**config.mk**
```make
export PLATFORM = sky130hd
export DESIGN_NAME = prot_check_unit
export DESIGN_NICKNAME = d
export VERILOG_FILES = /design/src/rtl/prot_check_pkg.sv /design/src/rtl/pid_regfile.sv /design/src/rtl/pid_match.sv /design/src/rtl/rights_check.sv /design/src/rtl/prot_check_unit.sv
export SDC_FILE = /design/constraint.sdc
export NUM_CORES = 1
export LEC_CHECK = 0
export BUFFER_PORTS_ARGS = -buffer_cell sky130_fd_sc_hd__buf_4
export CAP_MARGIN = 20
export CORE_MARGIN = 2
export CORE_UTILIZATION = 45
export CTS_BUF_LIST = sky130_fd_sc_hd__clkbuf_4 sky130_fd_sc_hd__clkbuf_8 sky130_fd_sc_hd__clkbuf_16
export DETAILED_ROUTE_END_ITERATION = 8
export PLACE_DENSITY = 0.65
export SLEW_MARGIN = 10
export SYNTH_ARGS = -nofsm -noshare
export SYNTH_HDL_FRONTEND = slang
export SYNTH_SLANG_ARGS = --single-unit
```
**constraint.sdc**
```tcl
create_clock -name clk -period 2.4 [get_ports clk]
set_input_delay 0.12 -clock clk [delete_from_list [all_inputs] [get_ports clk]]
set_output_delay 0.12 -clock clk [all_outputs]
set_load 0.05 [all_outputs]
```
**src/rtl/prot_check_pkg.sv**
```systemverilog
package prot_check_pkg;

  localparam int PL_W     = 2;
  localparam int KIND_W   = 3;
  localparam int RIGHTS_W = KIND_W + 2 * PL_W;

  typedef enum logic [1:0] {
    ACC_READ  = 2'd0,
    ACC_WRITE = 2'd1,
    ACC_EXEC  = 2'd2,
    ACC_RSVD  = 2'd3
  } acc_t;

  // Permissions granted by a rights kind, as {read, write, execute}.
  function automatic logic [2:0] kind_perm(input logic [KIND_W-1:0] kind);
    logic rd, wr, ex;
    rd = (kind < 3'd4);
    wr = (kind == 3'd1) || (kind == 3'd3);
    ex = (kind >= 3'd2);
    return {rd, wr, ex};
  endfunction

endpackage

```
**src/rtl/pid_regfile.sv**
```systemverilog
module pid_regfile #(
  parameter int NUM_PID = 4,
  parameter int PID_W   = 16,
  localparam int SEL_W  = $clog2(NUM_PID)
) (
  input  logic                     clk,
  input  logic                     rst_n,
  input  logic [1:0]               priv_lvl,
  input  logic                     wr_en,
  input  logic [SEL_W-1:0]         wr_sel,
  input  logic [PID_W-1:0]         wr_data,
  output logic [NUM_PID*PID_W-1:0] pid_flat
);

  logic wr_ok;
  assign wr_ok = wr_en && (priv_lvl == 2'd0);

  for (genvar g = 0; g < NUM_PID; g++) begin : g_slot
    logic             ld_en;
    logic [PID_W-1:0] slot_q;
    logic [PID_W-1:0] slot_d;

    always_comb begin
      ld_en  = wr_ok && (wr_sel == SEL_W'(g));
      slot_d = ld_en ? wr_data : slot_q;
    end

    always_ff @(posedge clk or negedge rst_n) begin
      if (!rst_n) slot_q <= '0;
      else        slot_q <= slot_d;
    end

    assign pid_flat[g*PID_W +: PID_W] = slot_q;
  end

endmodule

```
**src/rtl/pid_match.sv**
```systemverilog
module pid_match #(
  parameter int NUM_PID = 4,
  parameter int AID_W   = 15,
  localparam int PID_W  = AID_W + 1
) (
  input  logic [NUM_PID*PID_W-1:0] pid_flat,
  input  logic [AID_W-1:0]         page_aid,
  input  logic                     is_write,
  output logic                     id_ok
);

  logic [NUM_PID-1:0] hit;
  logic [NUM_PID-1:0] hit_rw;
  logic               is_public;

  for (genvar g = 0; g < NUM_PID; g++) begin : g_cmp
    logic [PID_W-1:0] entry;
    assign entry     = pid_flat[g*PID_W +: PID_W];
    assign hit[g]    = (entry[AID_W-1:0] == page_aid);
    assign hit_rw[g] = hit[g] && !entry[AID_W];
  end

  always_comb begin
    is_public = (page_aid == '0);
    id_ok     = is_public || (is_write ? (|hit_rw) : (|hit));
  end

endmodule

```
**src/rtl/rights_check.sv**
```systemverilog
module rights_check
  import prot_check_pkg::*;
(
  input  logic [RIGHTS_W-1:0] rights,
  input  logic [PL_W-1:0]     priv_lvl,
  input  logic [1:0]          req_type,
  output logic                rights_ok
);

  logic [KIND_W-1:0] kind;
  logic [PL_W-1:0]   pl_rd;
  logic [PL_W-1:0]   pl_wx;
  logic [2:0]        perm;
  logic              rd_lvl_ok;
  logic              wx_lvl_ok;

  always_comb begin
    kind      = rights[RIGHTS_W-1 -: KIND_W];
    pl_rd     = rights[2*PL_W-1 -: PL_W];
    pl_wx     = rights[PL_W-1:0];
    perm      = kind_perm(kind);
    rd_lvl_ok = (priv_lvl <= pl_rd);
    wx_lvl_ok = (priv_lvl <= pl_wx);
    unique case (acc_t'(req_type))
      ACC_READ:  rights_ok = perm[2] && rd_lvl_ok;
      ACC_WRITE: rights_ok = perm[1] && wx_lvl_ok;
      ACC_EXEC:  rights_ok = perm[0] && wx_lvl_ok;
      default:   rights_ok = 1'b0;
    endcase
  end

endmodule

```
**src/rtl/prot_check_unit.sv**
```systemverilog
module prot_check_unit #(
  parameter int NUM_PID = 4,
  parameter int AID_W   = 15,
  localparam int PID_W  = AID_W + 1,
  localparam int SEL_W  = $clog2(NUM_PID)
) (
  input  logic                                clk,
  input  logic                                rst_n,
  input  logic [1:0]                          priv_lvl,
  input  logic                                req_valid,
  input  logic [1:0]                          req_type,
  input  logic [prot_check_pkg::RIGHTS_W-1:0] page_rights,
  input  logic [AID_W-1:0]                    page_aid,
  input  logic                                pid_we,
  input  logic [SEL_W-1:0]                    pid_sel,
  input  logic [PID_W-1:0]                    pid_wdata,
  output logic                                res_valid,
  output logic                                allow,
  output logic                                rights_fault,
  output logic                                id_fault
);
  import prot_check_pkg::*;

  logic [NUM_PID*PID_W-1:0] pid_flat;
  logic                     rights_ok;
  logic                     id_ok;
  logic                     is_write;

  logic valid_d, allow_d, rf_d, idf_d;

  assign is_write = (req_type == ACC_WRITE);

  pid_regfile #(.NUM_PID(NUM_PID), .PID_W(PID_W)) u_regs (
    .clk      (clk),
    .rst_n    (rst_n),
    .priv_lvl (priv_lvl),
    .wr_en    (pid_we),
    .wr_sel   (pid_sel),
    .wr_data  (pid_wdata),
    .pid_flat (pid_flat)
  );

  pid_match #(.NUM_PID(NUM_PID), .AID_W(AID_W)) u_match (
    .pid_flat (pid_flat),
    .page_aid (page_aid),
    .is_write (is_write),
    .id_ok    (id_ok)
  );

  rights_check u_rights (
    .rights    (page_rights),
    .priv_lvl  (priv_lvl),
    .req_type  (req_type),
    .rights_ok (rights_ok)
  );

  always_comb begin
    valid_d = req_valid;
    rf_d    = req_valid && !rights_ok;
    idf_d   = req_valid && rights_ok && !id_ok;
    allow_d = req_valid && rights_ok && id_ok;
  end

  always_ff @(posedge clk or negedge rst_n) begin
    if (!rst_n) begin
      res_valid    <= 1'b0;
      allow        <= 1'b0;
      rights_fault <= 1'b0;
      id_fault     <= 1'b0;
    end else begin
      res_valid    <= valid_d;
      allow        <= allow_d;
      rights_fault <= rf_d;
      id_fault     <= idf_d;
    end
  end

endmodule

```
Word level (Yosys, flattened, before mapping)
Cells that the tools add are included.
{ "word_totals": {"latchBits": 0, "ff_bits": 68, "wordCells": 55, "mem_count": 0, "ramBits": 0, "romBits": 0, "out_inout_bits": 4, "inputBits": 48} }
{ "op_classes": {"div": 0, "order_cmp": 4, "bitwise": 0, "n_mux": 2, "shifts": 0, "n_addsub": 0, "eq_ne": 11, "n_reduce_logical": 30, "mul": 0} }
{ "op_table": {"columns": ["operator", "n"], "rows": [
  ["== test 15 bit", 4],
  ["logical AND 1 bit", 16],
  ["logical NOT 15 bit", 1],
  ["OR reduction 4 bit", 2],
  ["== test 2 bit (second input constant)", 3],
  ["logical NOT 1 bit", 6],
  ["logical NOT 2 bit", 3],
  ["== test 2 x 1 -> 1 bit (second input constant)", 2],
  ["less-or-equal comparator 2 bit", 2],
  ["== test 3 x 1 -> 1 bit (second input constant)", 1],
  ["== test 3 x 2 -> 1 bit (second input constant)", 1],
  [">= comparator 3 x 2 -> 1 bit (second input constant)", 1],
  ["less-than comparator 3 bit (second input constant)", 1],
  ["case mux 1 bit (3 select lines)", 1],
  ["logical OR 1 bit", 2],
  ["two-way mux 1 bit", 1]
]} }

Logic depth before layout (Yosys ltp)
Gate-level depths: netlist (run 1).
{ "depth": {"depth_word": 7, "ltp_mapped": 8, "mapped_depth_nobuf": 8} }

By module
A second synthesis (run 1) with hierarchy kept.
{ "unflattened": {"cells_unflattened": 282, "hier_area_um2": 3734.8} }
{ "by_module_without_submodules": {"columns": ["mod", "area_per_inst_um2", "seq_area_each_um2", "n_inst", "cells_per_inst"], "rows": [
  ["pid_regfile", 2463.6, 1601.5, 1, 140],
  ["pid_match", 960.9, 0.0, 1, 110],
  ["rights_check", 177.7, 0.0, 1, 24],
  ["prot_check_unit", 132.6, 100.1, 1, 8]
]} }

Worst setup path before layout (run 1)
No wires, ideal clock.
{ "synth_timing": {"path_type": "reg-to-reg", "startpoint": "reg u_regs.g_slot[1].slot_q[4]", "endpoint": "reg id_fault", "setup_ps": 118, "path_buffers": 0, "t_required_ps": 2282, "stages_incl_launch_ff": 7, "slack_ps": 993, "arrival_ps": 1289, "synth_period_minus_slack_ps": 1407, "cell_sequence": "dfrtp_1 xor2_2 nor4_1 nand4_1 o221ai_1 o22ai_1 nor2b_1"} }
{ "synth_between": {"elab_chain_cells": 7, "word_cells_on_any_way": 8, "cone_classes": "eq/ne: 1; mux: 1; reduce/logical: 6"} }
{ "synth_rtl": {"columns": ["item", "line", "source"], "rows": [
  ["from (decl)", "pid_regfile.sv:20", "logic [PID_W-1:0] slot_q;"],
  ["from (signal assigned)", "pid_regfile.sv:30", "else slot_q <= slot_d;"],
  ["== test 15 bit (*)", "pid_match.sv:19", "assign hit[g] = (entry[AID_W-1:0] == page_aid);"],
  ["logical AND 1 bit", "pid_match.sv:20", "assign hit_rw[g] = hit[g] && !entry[AID_W];"],
  ["OR reduction 4 bit", "pid_match.sv:25", "id_ok = is_public || (is_write ? (|hit_rw) : (|hit));"],
  ["two-way mux 1 bit (*)", "pid_match.sv:25", null],
  ["logical OR 1 bit (*)", "pid_match.sv:25", null],
  ["logical NOT 1 bit (*)", "prot_check_unit.sv:60", "idf_d = req_valid && rights_ok && !id_ok;"],
  ["logical AND 1 bit (*)", "prot_check_unit.sv:60", null],
  ["via idf_d", "prot_check_unit.sv:29", "logic valid_d, allow_d, rf_d, idf_d;"],
  ["to (signal assigned)", "prot_check_unit.sv:74", "id_fault <= idf_d;"],
  ["to (decl)", "prot_check_unit.sv:20", "output logic id_fault"]
]} }
The timed path passes the listed nets; every way through them passes the cells marked *.
A chain may end at the register's enable or synchronous reset.

Worst setup path in the final report (run 1)
{ "layout_timing": {"startpoint": "reg u_regs.g_slot[1].slot_q[10]", "endpoint": "reg id_fault"} }
The elaborated chain is that of the path after synthesis.

==> impl_metrics.toml, run 1 <==
[clock_tree]
tritoncts_clock_tree = "done"
clk_transition_reported_paths_ps = 70
insertion_delay_ps = 340
cts_sinks = 68
cts_htree_levels = 3
clock_path_buffers = 2
cts_root_cell = "sky130_fd_sc_hd__clkbuf_8"
cts.repair.resized = 0
cts-buffers-inserted = 9

[floorplanning]
ios = 52
dieArea_um2 = 8680
floorplan.initialDensity_pct = 46.3
fp.dieW_um = 93.2
placementRows = 32
core-area_um2 = 7730
die-height_um = 93.2

[sta]
sum_neg_setup_slack_ps = 0
hold_slack_ps = 35.6
setup_violations = 0
clock-skew-final_ps = 6.45
period_minus_slack_ps = 1830
worst_slew_margin_rel_pct = 41.7
hold_violations = 0
fmaxAchievable_ghz = 0.548
fin_crit_sh_pct = 76.1
final_max_tran_viols = 0
setup_repair_after_global_routing_missed_its_margin = "no"
worst-slew-pin-transition_ps = 875

[route]
wire_per_inst_um = 17.3
ant_nets = 0
detail_route.wirelength_um = 7510
dr_vias_cell = 5.19
routed-via-count = 2257
route.detailed.drc = 0
drc_violation_total_after_the_first_tritonroute_iteration = 101
detail_route.first_pass.iterations = 4

[synth]
synth_xor_xnor_area_share_pct = 14.9
synth-async-reset-ratio_pct = 100
synthAdderAreaFrac_pct = 2.80
synth.mux.area_fraction_pct = 20.1
synthesized_area_fraction_occupied_by_ao_oa_aoi_and_oai_cells_pct = 1.47
post_synth_and_or_nand_nor_area_fraction_pct = 8.14
number_of_flops_mapped_to_enable_cells_by_yosys = 0
largest_family_of_logic_cells_by_synthesized_area = "multiplexers"
synth.avg_cell_area_um2 = 12.7
postSynthNetCount = 337
ys.flop_type = "sky130_fd_sc_hd__dfrtp_1"
synthesis.instances = 281
post_synth_num_cell_types = 28
syn_area_um2 = 3580
yosysSeqAreaShare_pct = 47.5
ys_ff_latch = 68
number_of_warnings_reported_in_the_yosys_synthesis_log = 0

[grt]
antenna_violations_before_repair = 0
grt_max_degree = 69
grt_remaining_overflow = 0
global_route_wire_length_before_repair_um = 12300
groute.usage.overall_pct = 19.1
via_count_of_the_first_global_routing_pass = 2336

[placement]
detailedPlacementHpwl_um = 5420
io_buffers = 51
placed_cell_area_um2 = 3940
gp_congestion = 0.814

[worst_setup_path]
cp_num_buf_inv = 0
cp_top_family = "simple AND/OR/NAND/NOR gates"
critical_path.slowest_cell = "sky130_fd_sc_hd__nor4_1"
critPathMaxFanout = 2
r2r_setup_slack_ps = 570
cp_slowest_stage_delay_ps = 470
cp_data_required_time_ps = 2640
endpoint_kind = "register"
worstPathCellList = "xor2_1 > nor4_1 > nand4_1 > o221ai_1 > o22ai_1 > nor2b_1"
setup.worst_path.start_class = "register"
category_of_the_critical_setup_timing_path = "register to register"
arrival_time_worst_endpoint_ps = 2060

[pwr]
power_leakage_nw = 1.93
vdd_drop_max_mv = 0.325
design_power_total_mw = 3.31
power.density_nw_per_um2 = 790

[final_layout]
post_route_cells_drive_above_1_share_pct = 41.7
antenna-diode-count = 0
layout.cell_area.non_filler_um2 = 4190
area_delta_synth_final_pct = 17.0
finalNetCount = 384
fin_util_pct = 54.2

[hold_path]
hold_path.class = "primary input to register"

[run]
max_cap_violations = 0

[run_status]
run_status = "finished, final reports clean"
## registers in the layout (all words and copies together) (netlist names)
name                  flops
id_fault                  1
rights_fault              1
allow                     1
res_valid                 1
u_regs.g_slot.slot_q     64
## where the power goes
part | switching, mW | total (mW) | leakage (nW) | internal [mW]
clock | 0.419 | 1.05 | 0.113 | 0.635
combinational | 0.311 | 0.691 | 0.982 | 0.380
sequential | 0.164 | 1.57 | 0.836 | 1.40
total | 0.894 | 3.31 | 1.93 | 2.42
## logic make-up after synthesis
| logic type | Yosys count |
|---|---|
| muxes | 64 |
| DFF | 68 |
| AOI/OAI and AO/OA | 8 |
| buffers and inverters | 24 |
| xor gates and xnor gates | 60 |
| and+or+nand+nor | 49 |
| adders and majority gates | 8 |
## metal layers
metal | part of all wire (%) | GRT usage (%) | vias to the layer above | wire [µm]
met5 | 0 | 0 | - | 0
met4 | 1.6 | 5.88 | 0 | 122
met3 | 3.2 | 5.00 | 12 | 244
met2 | 45 | 28.3 | 39 | 3410
met1 | 50 | 27.5 | 1142 | 3730
li1 | - | - | 1064 | -
## metrics by stage
stage          worst slack [ps]  instances
2_1_floorplan               993        281
6_report                    574        435
5_1_grt                     394        435
3_5_place_dp                593        417
4_1_cts                     577        435
3_3_place_gp                632        417
## timing repair
action,4_1_cts,5_1_grt
buffers inserted,0,0
hold buffers,2,0
endpoints found under the hold margin,69,0
## synth_stat cells (2+ instances only)
master | count | area share, %
sky130_fd_sc_hd__buf_2 | 6 | 0.84
sky130_fd_sc_hd__buf_4 | 4 | 0.84
sky130_fd_sc_hd__buf_6 | 9 | 2.8
sky130_fd_sc_hd__dfrtp_1 | 68 | 48
sky130_fd_sc_hd__ha_1 | 8 | 2.8
sky130_fd_sc_hd__inv_1 | 5 | 0.52
sky130_fd_sc_hd__mux2_2 | 64 | 20
sky130_fd_sc_hd__nand2_1 | 6 | 0.63
sky130_fd_sc_hd__nand2b_1 | 2 | 0.35
sky130_fd_sc_hd__nand4_1 | 7 | 1.2
sky130_fd_sc_hd__nor2_1 | 3 | 0.31
sky130_fd_sc_hd__nor2b_1 | 4 | 0.70
sky130_fd_sc_hd__nor3_1 | 5 | 0.70
sky130_fd_sc_hd__nor4_1 | 15 | 2.6
sky130_fd_sc_hd__o21ai_0 | 4 | 0.56
sky130_fd_sc_hd__xor2_1 | 59 | 14
## cell usage in the layout (no fill, tap or decap), drive strengths merged
| cell | synthesis | routed |
|---|---|---|
| clkbuf | 0 | 12 |
| nand3b | 1 | 1 |
| bufinv | 0 | 2 |
| nand2b | 2 | 2 |
| buf | 19 | 53 |
| mux2 | 64 | 64 |
| nand2 | 6 | 6 |
| nand4 | 7 | 7 |
| o22ai | 1 | 1 |
| dfrtp | 68 | 68 |
| and2 | 1 | 1 |
| clkinvlp | 0 | 1 |
| nand3 | 2 | 2 |
| nor4 | 16 | 16 |
| nor2b | 4 | 4 |
| nor2 | 4 | 4 |
| clkinv | 0 | 1 |
| o211ai | 1 | 1 |
| a21oi | 1 | 1 |
| o221ai | 1 | 1 |
| nor3 | 6 | 6 |
| o21ai | 4 | 4 |
| ha | 8 | 8 |
| xor2 | 60 | 60 |
| dlygate4sd3 | 0 | 2 |
| inv | 5 | 5 |
## path summary, 6_finish.rpt
check                      cells past startpoint                     endpoint                        start
max                                            6                     id_fault  u_regs.g_slot[1].slot_q[10]
min                                            2   u_regs.g_slot[0].slot_q[2]                 pid_wdata[2]
max reg2reg                                    6                     id_fault  u_regs.g_slot[1].slot_q[10]
min reg2reg                                    1  u_regs.g_slot[3].slot_q[15]  u_regs.g_slot[3].slot_q[15]
max in group asynchronous                      2   u_regs.g_slot[2].slot_q[3]                        rst_n
min in group asynchronous                      2  u_regs.g_slot[3].slot_q[12]                        rst_n
## final cells by class
cell class                 instances  area [µm²]
inverter                           5        18.8
clock buffer                      12         153
tap                              102         128
clock inverter                     4        72.6
fill                             696        3540
timing repair buffer              55         418
sequential                        68        1700
multi-input combinational        189        1700
No activity file was read; power rests on OpenSTA's default activity.
==> run 2: changes to the inputs <==
--- a/config.mk
+++ b/config.mk
@@ -5,13 +5,14 @@
 export SDC_FILE = /design/constraint.sdc
 export NUM_CORES = 1
 export LEC_CHECK = 0
+export ABC_AREA = 1
 export BUFFER_PORTS_ARGS = -buffer_cell sky130_fd_sc_hd__buf_4
 export CAP_MARGIN = 20
 export CORE_MARGIN = 2
 export CORE_UTILIZATION = 45
 export CTS_BUF_LIST = sky130_fd_sc_hd__clkbuf_4 sky130_fd_sc_hd__clkbuf_8 sky130_fd_sc_hd__clkbuf_16
 export DETAILED_ROUTE_END_ITERATION = 8
-export PLACE_DENSITY = 0.65
+export PLACE_DENSITY = 0.67
 export SLEW_MARGIN = 10
 export SYNTH_ARGS = -nofsm -noshare
 export SYNTH_HDL_FRONTEND = slang
==> constraint.sdc (replaced) <==
create_clock -name clk -period 1.6 [get_ports clk]
set_input_delay 0.08 -clock clk [delete_from_list [all_inputs] [get_ports clk]]
set_output_delay 0.08 -clock clk [all_outputs]
set_load 0.05 [all_outputs]
==> run 2 against run 1 <==
Net effect: area after synthesis is 7.5% higher; highest routed layer unchanged; die area grew 7.2%; first-iteration DRC count up 50%; routed wire length is 18% higher; synthesized cell count up 100%; cell count rose by 67%; non-clock buffer count increased by 5; sequential share of layout area shrank 3.8 points; clock power grew 59%; largest power group unchanged; register-to-register slack got worse by 400 ps; clock skew about the same.
==> impl_metrics.toml, run 2 <==
[synth]
ys_ff_latch = 68
post-synth-top-count-cell = "sky130_fd_sc_hd__nand2_1"
synth_top_cells_by_count = "sky130_fd_sc_hd__nand2_1 (228), sky130_fd_sc_hd__inv_1 (80), sky130_fd_sc_hd__dfrtp_1 (68)"
yosysSeqAreaShare_pct = 44.2
number_of_flops_mapped_to_enable_cells_by_yosys = 0
synthesis.instances = 562
synthTopCellsByArea = "sky130_fd_sc_hd__dfrtp_1 (44%), sky130_fd_sc_hd__nand2_1 (22%), sky130_fd_sc_hd__o21ai_0 (8.7%), sky130_fd_sc_hd__inv_1 (7.8%), sky130_fd_sc_hd__nor2_1 (3.8%)"
synth_top_cell_by_area = "sky130_fd_sc_hd__dfrtp_1"
number_of_warnings_reported_in_the_yosys_synthesis_log = 0
ys.flop_type = "sky130_fd_sc_hd__dfrtp_1"
syn_area_um2 = 3850
synth.top_cell.area_share_pct = 44.2
postSynthNetCount = 618
synth.avg_cell_area_um2 = 6.85
synth-async-reset-ratio_pct = 100
post_synth_num_cell_types = 20

[clock_tree]
cts_sinks = 68
cts_htree_levels = 3
tritoncts_clock_tree = "done"
cts_post_setup_buffers_inserted = 0
clk_transition_reported_paths_ps = 70
clock_path_buffers = 2
cts-buffers-inserted = 9
cts_root_cell = "sky130_fd_sc_hd__clkbuf_8"
insertion_delay_ps = 350

[hold_path]
hold_path_startpoint = "pid_wdata[9]"
hold_path.class = "primary input to register"
timing.hold.worst_endpoint = "u_regs.g_slot[3].slot_q[9]"
hold_path_depth = 3

[worst_setup_path]
r2r_setup_slack_ps = 170
setup.worst_path.start_class = "register"
arrival_time_worst_endpoint_ps = 1670
category_of_the_critical_setup_timing_path = "register to register"
critical_path.slowest_cell = "sky130_fd_sc_hd__dfrtp_1"
critPathMostFrequentCell = "sky130_fd_sc_hd__nand2_1"
critical_path.reg2reg.endpoint = "id_fault"
critPathMaxFanout = 3
cp_num_buf_inv = 1
reg2regPathDepth = 13
cp_data_required_time_ps = 1840
rr_startpoint = "u_regs.g_slot[1].slot_q[12]"
cp_top_family = "simple AND/OR/NAND/NOR gates"
cp_slowest_stage_delay_ps = 370
worstPathCellList = "inv_1 > nand2_1 > nand2_1 > nor2_1 > nand2_1 > nor2_2 > nand2_1 > nand2_1 > nor2_1 > nor2_1 > nor2_1 > nand2_1 > nor2_1"
endpoint_kind = "register"

[final_layout]
layout_common_cells = "sky130_fd_sc_hd__nand2_1 (228), sky130_fd_sc_hd__inv_1 (80), sky130_fd_sc_hd__dfrtp_1 (68)"
layout.cell_area.non_filler_um2 = 4620
post_route_cells_drive_above_1_share_pct = 15.6
area_delta_synth_final_pct = 20.0
antenna-diode-count = 0
finalNetCount = 673
max_flop_register = "u_regs.g_slot.slot_q"
finalNonFillerCells = 727
layout_commonest_cell = "sky130_fd_sc_hd__nand2_1"
final.fill_count = 813
largest_register_ff_count = 64

[grt]
via_count_of_the_first_global_routing_pass = 3271
grt_max_degree = 35
groute.usage.overall_pct = 21.3
global_route_wire_length_before_repair_um = 15100
grt_remaining_overflow = 0
antenna_violations_before_repair = 0

[pwr]
clock_power_share_pct = 33.0
power_frac_seq_pct = 45.4
total_switching_power_mw = 1.52
power_leakage_nw = 2.55
power.internal_mw = 3.53
power.density_nw_per_um2 = 1090
vdd_drop_max_mv = 0.632
comb_power_share_pct = 21.6
design_power_total_mw = 5.06
power.share.switching_pct = 30.2

[sta]
fmaxAchievable_ghz = 0.700
period_minus_slack_ps = 1430
final_max_tran_viols = 0
worst_slew_margin_rel_pct = 69.9
sum_neg_setup_slack_ps = 0
hold_violations = 0
setup_slack_ps = 172
fin_crit_sh_pct = 89.2
setup_repair_after_global_routing_missed_its_margin = "no"
clock-skew-final_ps = 6.10
setup_violations = 0
worst-slew-pin-transition_ps = 451

[floorplanning]
core-area_um2 = 8260
dieArea_um2 = 9310
ios = 52
die-height_um = 96.5
placementRows = 33
floorplan.initialDensity_pct = 46.6
fp.dieW_um = 96.5

[route]
ant_nets = 0
wire_per_inst_um = 12.2
detail_route.wirelength_um = 8860
route.detailed.drc = 0
detail_route.first_pass.iterations = 4
drc_violation_total_after_the_first_tritonroute_iteration = 152
dr_vias_cell = 4.66
routed-via-count = 3385

[run]
max_cap_violations = 0

[run_status]
run_status = "finished, final reports clean"

[placement]
gp_congestion = 0.855
detailedPlacementHpwl_um = 6400
placed_cell_area_um2 = 4360
io_buffers = 51
dp.cells = 709
dp_worst_setup_slack_ps = 183
run 2: changes by cell type in the layout (fill, tap and decap cells not counted), moves of 34 or more:
cell / delta
sky130_fd_sc_hd__inv_1: +75
sky130_fd_sc_hd__mux2_2: -64
sky130_fd_sc_hd__nand2_1: +222
sky130_fd_sc_hd__nor2_1: +34
sky130_fd_sc_hd__o21ai_0: +63
sky130_fd_sc_hd__xor2_1: -55
run 2: worst min-delay path, cell delays in order:
cell                      delay, ps
sky130_fd_sc_hd__buf_4           80
sky130_fd_sc_hd__inv_1           50
sky130_fd_sc_hd__o21ai_1        130
run 2: worst max-delay path by stage:
stage | slack [ps] | cells after the start | endpoint | start
final | 170 | 13 | id_fault | u_regs.g_slot[1].slot_q[12]
after global routing | 10 | 11 | allow | u_regs.g_slot[2].slot_q[6]
after CTS | 160 | 13 | id_fault | u_regs.g_slot[1].slot_q[12]
after detailed placement | 180 | 13 | id_fault | u_regs.g_slot[1].slot_q[12]
after global placement | 230 | 12 | id_fault | u_regs.g_slot[1].slot_q[12]
after floorplan | 410 | 12 | allow | u_regs.g_slot[2].slot_q[6]
run 2: cells by family after synthesis:
| logic type | synth area share (%) |
|---|---|
| XOR/XNOR | 3.18 |
| AO/OA/AOI/OAI | 9.23 |
| buffers and inverters | 10.8 |
| flip-flops | 44.2 |
| AND/OR/NAND/NOR | 30.0 |
| adder cells (fa/ha/maj) | 2.60 |
run 2: cell type report:
cell class | count | area (µm²) | area share (%)
sequential | 68 | 1700 | 36.8
clock inverter | 4 | 70.1 | 1.52
inverter | 92 | 345 | 7.48
multi-input combinational | 386 | 1740 | 37.6
clock buffer | 12 | 165 | 3.58
tap | 105 | 131 | 2.84
timing repair buffer | 60 | 468 | 10.1
run 2: metrics by stage:
stage | utilization (%) | hold WS (ps)
2_1_floorplan | - | -216
3_3_place_gp | 52.8 | 65.3
3_5_place_dp | 52.8 | 64.7
4_1_cts | 55.9 | 18.5
6_report | 55.9 | 24.2
5_1_grt | 55.9 | 43.3
run 2: power by group through the flow:
stage	registers, mW	clock network, mW	logic [mW]
after CTS	2.30	1.69	1.10
after global placement	2.31	0	1.06
after global routing	2.35	1.77	1.30
after detailed placement	2.32	0	1.10
final	2.30	1.67	1.09
after floorplan	2.29	0	0.751
run 2: metal layers:
layer / routed length, µm / vias to the layer above / GRT usage [%]
met5: 0 / - / 0
met4: 139 / 0 / 8.45
met3: 320 / 10 / 3.10
met2: 4220 / 51 / 34.8
met1: 4180 / 1521 / 28.5
li1: - / 1803 / -
run 2: what timing repair did:
| item | in CTS | in global routing |
|---|---|---|
| hold buffers | 2 | 0 |
| setup endpoints to repair | 0 | 2 |
| hold endpoints to repair | 33 | 0 |
| gates resized for setup | 0 | 2 |
==> run 3: changes to the inputs <==
--- a/config.mk
+++ b/config.mk
@@ -9,10 +9,9 @@
 export BUFFER_PORTS_ARGS = -buffer_cell sky130_fd_sc_hd__buf_4
 export CAP_MARGIN = 20
 export CORE_MARGIN = 2
-export CORE_UTILIZATION = 45
+export CORE_UTILIZATION = 43
 export CTS_BUF_LIST = sky130_fd_sc_hd__clkbuf_4 sky130_fd_sc_hd__clkbuf_8 sky130_fd_sc_hd__clkbuf_16
 export DETAILED_ROUTE_END_ITERATION = 8
-export PLACE_DENSITY = 0.67
 export SLEW_MARGIN = 10
 export SYNTH_ARGS = -nofsm -noshare
 export SYNTH_HDL_FRONTEND = slang
==> run 3 against run 2 <==
Net effect: clock-buffer cell count unchanged; highest routed layer unchanged; design area shrank 0.95%; largest cell class unchanged; flip-flop and latch count unchanged; worst setup slack got worse by 7.1 ps; clock power down 19%.
==> impl_metrics.toml, run 3 (synthesized netlist as in run 2, its figures left out) <==
[grt]
via_count_of_the_first_global_routing_pass = 3254
grt_remaining_overflow = 0
antenna_violations_before_repair = 0
groute.usage.overall_pct = 19.8
grt_max_degree = 37
global_route_wire_length_before_repair_um = 15200

[hold_path]
hold_path_depth = 3
hold_path_startpoint = "pid_wdata[9]"
hold_path.class = "primary input to register"

[worst_setup_path]
source_of_the_critical_timing_path = "u_regs.g_slot[0].slot_q[10]"
cp_data_required_time_ps = 1880
endpoint_kind = "register"
critPathMaxFanout = 2
rr_startpoint = "u_regs.g_slot[0].slot_q[10]"
setup.worst_path.start_class = "register"
category_of_the_critical_setup_timing_path = "register to register"
reg2regPathDepth = 10
arrival_time_worst_endpoint_ps = 1720

[route]
wire_per_inst_um = 12.2
dr_vias_cell = 4.62
drc_violation_total_after_the_first_tritonroute_iteration = 157
detail_route.first_pass.iterations = 4
routed-via-count = 3375
detail_route.wirelength_um = 8880
route.detailed.drc = 0
ant_nets = 0

[run]
max_cap_violations = 0

[sta]
clock-skew-final_ps = 5.03
final_max_tran_viols = 0
period_minus_slack_ps = 1440
hold_slack_ps = 10.1
setup_repair_after_global_routing_missed_its_margin = "no"
fmaxAchievable_ghz = 0.697
setup_violations = 0
sum_neg_setup_slack_ps = 0
hold_violations = 0
worst-slew-pin-transition_ps = 486
worst_slew_margin_rel_pct = 67.6
fin_crit_sh_pct = 89.7

[final_layout]
layout_commonest_cell = "sky130_fd_sc_hd__nand2_1"
post_route_cells_drive_above_1_share_pct = 15.6
antenna-diode-count = 0
layout.cell_area.non_filler_um2 = 4580
layout_common_cells = "sky130_fd_sc_hd__nand2_1 (228), sky130_fd_sc_hd__inv_1 (80), sky130_fd_sc_hd__dfrtp_1 (68)"
final.fill_count = 869
finalNetCount = 673
fin_util_pct = 52.5
largest_register_ff_count = 64
area_delta_synth_final_pct = 18.8
max_flop_register = "u_regs.g_slot.slot_q"

[run_status]
run_status = "finished, final reports clean"

[pwr]
power.internal_mw = 3.21
comb_power_share_pct = 22.9
power.share.switching_pct = 32.2
power.density_nw_per_um2 = 1030
total_switching_power_mw = 1.52
power_frac_seq_pct = 48.6
clock_power_share_pct = 28.5
power_leakage_nw = 2.53
vdd_drop_max_mv = 0.641
design_power_total_mw = 4.74

[floorplanning]
ios = 52
core-area_um2 = 8720
fp.dieW_um = 98.6
die-height_um = 98.6
placementRows = 34
dieArea_um2 = 9730
floorplan.initialDensity_pct = 44.1

[clock_tree]
cts_root_cell = "sky130_fd_sc_hd__clkbuf_8"
cts-buffers-inserted = 9
clock_path_buffers = 2
cts_sinks = 68
cts_htree_levels = 3
insertion_delay_ps = 350
clk_transition_reported_paths_ps = 80
tritoncts_clock_tree = "done"

[placement]
detailedPlacementHpwl_um = 6550
gp_congestion = 0.829
placed_cell_area_um2 = 4360
io_buffers = 51
## run 3: repair_timing
item / in CTS / in global routing
hold buffers: 2 / 0
hold endpoints to repair: 36 / 0
setup buffers: 0 / 0
setup endpoints to repair: 0 / 2
gates resized for setup: 0 / 2
## run 3: worst max-delay path, cell delays in order, from the launching register on
cell and delay, ps:
sky130_fd_sc_hd__dfrtp_1 400, sky130_fd_sc_hd__xor2_1 150, sky130_fd_sc_hd__nor2_1 120, sky130_fd_sc_hd__nand2_1 80, sky130_fd_sc_hd__nor2_1 170, sky130_fd_sc_hd__nand3_1 100, sky130_fd_sc_hd__nand2_1 80, sky130_fd_sc_hd__nor2_1 50
sky130_fd_sc_hd__nor2_2 80, sky130_fd_sc_hd__nor2_2 50, sky130_fd_sc_hd__nor2_1 80
## run 3: path summary, 6_finish.rpt
| kind | slack [ps] | end |
|---|---|---|
| worst min-delay path | 10 | u_regs.g_slot[3].slot_q[9] |
| worst max-delay path | 160 | allow |
| min in group asynchronous | 220 | u_regs.g_slot[0].slot_q[10] |
| worst min register to register | 490 | u_regs.g_slot[1].slot_q[15] |
| worst max register to register | 160 | allow |
| max in group asynchronous | 850 | u_regs.g_slot[1].slot_q[3] |
## run 3: power groups by stage
stage                     registers [mW]  clock network, mW  logic, mW
after floorplan                     2.29                  0      0.751
final                               2.30               1.35       1.08
after CTS                           2.30               1.39       1.11
after global routing                2.34               1.46       1.29
after global placement              2.32                  0       1.07
after detailed placement            2.33                  0       1.10
## run 3: layer usage
layer	vias to the layer above	wire length (µm)	GRT usage (%)
met5	-	0	0
met2	40	4370	32.9
met1	1523	4090	25.6
met4	0	146	7.17
met3	12	266	4.18
li1	1800	-	-
## run 3: final cells by class
class / instances / area (µm²) / share of cell area, %
clock buffer: 12 / 165 / 3.61
clock inverter: 4 / 22.5 / 0.492
inverter: 92 / 345 / 7.55
multi-input combinational: 386 / 1740 / 38.0
sequential: 68 / 1700 / 37.2
tap: 108 / 135 / 2.95
timing repair buffer: 60 / 468 / 10.2
## run 3: per-stage QoR
| stage | setup WS, ps | cells |
|---|---|---|
| 6_report | 165 | 730 |
| 3_3_place_gp | 191 | 712 |
| 5_1_grt | 11.2 | 730 |
| 2_1_floorplan | 414 | 562 |
| 3_5_place_dp | 143 | 712 |
| 4_1_cts | 164 | 730 |
